<file path="config.mk">
export PLATFORM = sky130hd
export DESIGN_NAME = etu_wait_timer
export DESIGN_NICKNAME = d
export VERILOG_FILES = /design/src/rtl/etu_wait_timer.sv
export SDC_FILE = /design/constraint.sdc
export NUM_CORES = 1
export LEC_CHECK = 0
export BUFFER_PORTS_ARGS = -buffer_cell sky130_fd_sc_hd__buf_4
export CAP_MARGIN = 20
export CORE_ASPECT_RATIO = 0.9
export CORE_MARGIN = 2
export CORE_UTILIZATION = 60
export CTS_CLUSTER_SIZE = 10
export DETAILED_ROUTE_END_ITERATION = 10
export PLACE_DENSITY_LB_ADDON = 0.2
export SLEW_MARGIN = 20
export SYNTH_ARGS = -nofsm -noshare
export SYNTH_HDL_FRONTEND = slang
export SYNTH_SLANG_ARGS = --single-unit
</file>
<file path="constraint.sdc">
create_clock -name clk -period 9.8 [get_ports clk]
set_input_delay 0 -clock clk [delete_from_list [all_inputs] [get_ports clk]]
set_output_delay 0 -clock clk [all_outputs]
set_load 0.02 [all_outputs]
</file>
<file path="src/rtl/etu_wait_timer.sv">
module etu_wait_timer #(
  parameter int MULT_W = 8,
  parameter int WAIT_W = 28
) (
  input  logic              clk,
  input  logic              rst_n,
  input  logic              clk_en,
  input  logic              pre_sel,
  input  logic [MULT_W-1:0] mult,
  input  logic              start_evt,
  input  logic              char_end,
  input  logic [WAIT_W-1:0] wait_reload,
  input  logic              wtx_load,
  input  logic [WAIT_W-1:0] wtx_val,
  input  logic              to_clr,
  output logic              etu_tick,
  output logic              sample_stb,
  output logic              timeout
);
  localparam int PRE_W = 5;

  logic [PRE_W-1:0]  pre_cnt;
  logic [MULT_W-1:0] mul_cnt;
  logic [WAIT_W-1:0] wcnt;
  logic              armed;

  wire [PRE_W-1:0]  pre_last = pre_sel ? PRE_W'(31) : PRE_W'(30);
  wire [PRE_W-1:0]  pre_half = pre_sel ? PRE_W'(15) : PRE_W'(14);
  wire [MULT_W-1:0] m_eff    = (mult == '0) ? MULT_W'(1) : mult;
  wire [MULT_W-1:0] mul_last = m_eff - MULT_W'(1);
  wire [MULT_W-1:0] mul_half = m_eff[0] ? (m_eff >> 1) : ((m_eff >> 1) - MULT_W'(1));
  wire              pre_end  = (pre_cnt == pre_last);

  wire etu_end = clk_en & pre_end & (mul_cnt == mul_last);
  wire mid_pt  = clk_en & (mul_cnt == mul_half) & (m_eff[0] ? (pre_cnt == pre_half) : pre_end);
  wire tick_ev = etu_end & ~start_evt;
  wire mid_ev  = mid_pt & ~start_evt;

  wire reload  = start_evt | char_end;
  wire expire  = armed & tick_ev & (wcnt <= WAIT_W'(1)) & ~wtx_load & ~reload;

  always_ff @(posedge clk) begin
    if (!rst_n) begin
      pre_cnt <= '0;
      mul_cnt <= '0;
    end else if (start_evt) begin
      pre_cnt <= '0;
      mul_cnt <= '0;
    end else if (clk_en) begin
      if (pre_end) begin
        pre_cnt <= '0;
        mul_cnt <= (mul_cnt >= mul_last) ? '0 : mul_cnt + MULT_W'(1);
      end else begin
        pre_cnt <= pre_cnt + PRE_W'(1);
      end
    end
  end

  always_ff @(posedge clk) begin
    if (!rst_n) begin
      etu_tick   <= 1'b0;
      sample_stb <= 1'b0;
    end else begin
      etu_tick   <= tick_ev;
      sample_stb <= mid_ev;
    end
  end

  always_ff @(posedge clk) begin
    if (!rst_n) begin
      wcnt  <= '0;
      armed <= 1'b0;
    end else if (wtx_load) begin
      wcnt  <= wtx_val;
      armed <= 1'b1;
    end else if (reload) begin
      wcnt  <= wait_reload;
      armed <= 1'b1;
    end else if (armed && tick_ev) begin
      if (wcnt <= WAIT_W'(1)) begin
        wcnt  <= '0;
        armed <= 1'b0;
      end else begin
        wcnt <= wcnt - WAIT_W'(1);
      end
    end
  end

  always_ff @(posedge clk) begin
    if (!rst_n)      timeout <= 1'b0;
    else if (expire) timeout <= 1'b1;
    else if (to_clr) timeout <= 1'b0;
  end

  AST_TICK_SINGLE: assert property (@(posedge clk) disable iff (!rst_n) etu_tick |=> !etu_tick);
  AST_NO_TICK_AFTER_START: assert property (@(posedge clk) disable iff (!rst_n) start_evt |=> !etu_tick && !sample_stb);
  AST_STB_APART_FROM_TICK: assert property (@(posedge clk) disable iff (!rst_n) !(sample_stb && etu_tick));
  AST_FREEZE_NO_EVENT: assert property (@(posedge clk) disable iff (!rst_n) !clk_en |=> !etu_tick && !sample_stb);
  AST_TIMEOUT_WITH_TICK: assert property (@(posedge clk) disable iff (!rst_n) $rose(timeout) |-> etu_tick);
  AST_TIMEOUT_STICKY: assert property (@(posedge clk) disable iff (!rst_n) timeout && !to_clr |=> timeout);
  AST_CLEAR_ONLY_BY_HOST: assert property (@(posedge clk) disable iff (!rst_n) $fell(timeout) |-> $past(to_clr));
endmodule

</file>
==> impl_metrics.toml <==
[floorplanning]
core-area_sq_um = 5730
fp.dieW_um = 85.4
die_height_um = 77.3
start_util = 0.625
ios = 75
fp-row-count = 26
die-area_sq_um = 6600

[timing]
setup_viol = 0
post-route-min-period_ns = 3.92
slew_viol_final = 0
worst_slew_pin_slew_ns = 0.867
setup-tns-final_ns = 0
fin_crit_sh = 0.400
grt_setup_unrepaired = "false"
fin_hold_ws_ns = -0.00289
timing.fmax_mhz = 255
maxSlewHeadroom = 0.422
finClkSkew_ns = 0.0148
hold_viol = 1

[synthesis]
async_flop_share = 0
ys_ff_latch = 45
synth_edf_count = 0
seq_area_frac_synth = 0.252
yosysUniqueCellTypes = 62
syn_nets = 550
netlist_instances = 463
yosysWarnings = 0
ys_dominant_reg_cell = "dfxtp_1"
syn_area_per_cell_sq_um = 7.73
synthesis.area_sq_um = 3580

[worst_setup_path]
cp-end-kind = "register"
path_common_cell = "ha_1"
criticalPathCategory = "in -> reg"
crit_path_start_kind = "input port"
cp.arrival_ns = 4.19
critPathTopFamily = "simple AND/OR/NAND/NOR gates"
cp_slowest_cell = "dlygate4sd3_1"
reg2reg_depth = 8
cp-startpoint = "mult[4]"
path_buf_inv = 2
worstReg2RegStart = "mul_cnt[6]"
crit_path_max_incr_delay_ns = 0.56
cp.depth = 15
crit_chain = "buf_4 -> nor4_1 -> a21oi_1 -> ha_1 -> nand2_1 -> nor3_1 -> xnor2_1 -> ha_1 -> nand4_1 -> or3_1 -> o31a_1 -> nor2b_1 -> o21ai_0 -> o21ai_1 -> dlygate4sd3_1"
critPathMaxFanout = 20
cp.required_ns = 10.07

[drt]
vias = 3998
wl_per_cell_um = 17.8
ant_nets = 0
drt_iter0_drc = 333
dr.pass1.iters = 5
drcViolationCount = 0
viasPerCell = 6.58
wl_um = 10800

[layout]
final_util = 0.770
drive_gt1_frac = 0.175
antenna_cells = 0
final_cells = 608
layout.nets = 624
syn2layout_area_growth_pct = 23.2

[hold_path]
hp-class = "in -> reg"
hold_depth = 3
hp-start = "wtx_val[10]"

[clock_tree]
cts_made_buffers = 5
clock-sinks = 45
clk_path_buf_depth = 2
cts.clk_slew.worst_paths_ns = 0.10
clockRootBuffer = "clkbuf_8"
cts_resized = 0
clkLatencyLatePin_ns = 0.32
h-tree-depth = 2
tritoncts = "built"

[run]
drv_cap = 0

[place]
dpl.cell_count = 582
place_congestion = 1.03
post-dp-hpwl_um = 7580
io_buffers = 74

[pwr]
switchingPower_uw = 161
internal-power_uw = 334
ir_drop_uv = 108
p_comb_frac = 0.268
pwr-share-seq = 0.425
p_leak_nw = 1.78
p_per_area_nw_per_um2 = 112
p_sw_frac = 0.325
p_clk_frac = 0.307

[grt]
grt_max_degree = 48
grt_overflow = 0
grt_pass1_vias = 3713
antenna_found_initial = 0
grt_usage = 0.329
grt_first_pass_wirelength_um = 17800

[status]
failed_checks = "negative hold slack"
status = "finished, violations left"
worst min-delay path: cells and delay by family:
| family | cells | cell delay, ns |
|---|---|---|
| buffers and inverters | 1 | 0.08 |
| AOI/OAI and AO/OA | 2 | 0.22 |
final cells by class:
type                    instances  area, sq um
multi-input cells             380         2520
fillers                       446         1320
flip-flops and latches         45          901
repair buffers                 93          743
well taps                      70         87.6
clock buffers                   5         68.8
clock inverters                 3         47.5
inverters                      12         45.0
sequential cells by signal, indices dropped and copies added, names as in the netlist:
signal	count
armed	1
etu_tick	1
mul_cnt	8
pre_cnt	5
sample_stb	1
timeout	1
wcnt	28
layer usage:
| layer | GRT usage | up-vias | wire (um) |
|---|---|---|---|
| met5 | 0 | - | 0 |
| li1 | - | 1907 | - |
| met3 | 0.0517 | 25 | 1010 |
| met4 | 0.0794 | 0 | 164 |
| met1 | 0.475 | 1855 | 4780 |
| met2 | 0.513 | 211 | 4880 |
per-stage QoR:
stage	area (sq um)	setup WS [ns]	hold WS, ns	power, mW
floorplan	3580	6.57	0.137	0.291
global placement	4110	6.21	0.272	0.332
detailed placement	4110	6.05	0.285	0.336
CTS	4410	5.96	0.000925	0.491
global route	4410	5.64	0.0176	0.518
finish	4410	5.88	-0.00289	0.495
placed cells by master, fill, tap and decap left out, types with 5 or more instances in the layout:
cell type,n
buf_4,75
dfxtp_1,45
nand2_1,42
nor2_1,35
a21oi_1,26
nor3_1,20
xnor2_1,18
xor2_1,18
o21ai_0,18
dlygate4sd3_1,18
ha_1,15
nor4_1,14
nand4_1,13
nand3_1,13
inv_1,12
o21ai_1,11
a211oi_1,10
a22o_1,10
a21o_1,8
a21boi_1,8
or3_1,7
and3_1,7
or4_1,7
o211ai_1,6
nor2b_1,5
clkbuf_8,5
final timing paths:
check | to | slack (ns)
worst max register to register | wcnt[2] | 6.64
worst max-delay path | wcnt[2] | 5.88
worst min-delay path | wcnt[10] | -0.003
worst min register to register | armed | 0.50
power by group through the flow:
stage | registers (mW) | logic [mW] | clock network [mW]
global route | 0.212 | 0.145 | 0.161
global placement | 0.213 | 0.120 | 0
finish | 0.210 | 0.133 | 0.152
floorplan | 0.208 | 0.0829 | 0
CTS | 0.209 | 0.130 | 0.152
detailed placement | 0.214 | 0.123 | 0
kinds of logic after synthesis:
family / count (synthesis) / synth area share
mux: 2 / 0.00559
xor+xnor: 36 / 0.0881
compound gates: 144 / 0.283
buf+inv: 38 / 0.0454
simple gates: 183 / 0.274
fa+ha+maj: 15 / 0.0524
flops: 45 / 0.252
cells in the mapped netlist, types with 4 or more instances:
| library cell | number | area [sq um] |
|---|---|---|
| nand2b_1 | 4 | 25.0 |
| or4_1 | 7 | 52.6 |
| nor2_1 | 35 | 131 |
| nor3_1 | 20 | 100 |
| nor2b_1 | 5 | 31.3 |
| or3_1 | 7 | 43.8 |
| o31ai_1 | 4 | 30.0 |
| nand2_1 | 42 | 158 |
| a22o_1 | 10 | 87.6 |
| a211oi_1 | 10 | 75.1 |
| dfxtp_1 | 45 | 901 |
| a21oi_1 | 26 | 130 |
| nor4_1 | 14 | 87.6 |
| o21ai_0 | 18 | 90.1 |
| a21o_1 | 8 | 60.1 |
| o21ai_1 | 11 | 55.1 |
| o211ai_1 | 6 | 45.0 |
| buf_2 | 4 | 20.0 |
| xor2_1 | 18 | 158 |
| and3_1 | 7 | 43.8 |
| a21boi_1 | 8 | 60.1 |
| nand4_1 | 13 | 81.3 |
| inv_1 | 12 | 45.0 |
| xnor2_1 | 18 | 158 |
| clkbuf_1 | 19 | 71.3 |
| ha_1 | 15 | 188 |
| nand3_1 | 13 | 65.1 |
what timing repair did:
action / CTS / global route
endpoints found under the hold margin: 17 / 0
hold buffers: 18 / 0
buffers inserted: 0 / 0
(Power assumes the default switching activity.)
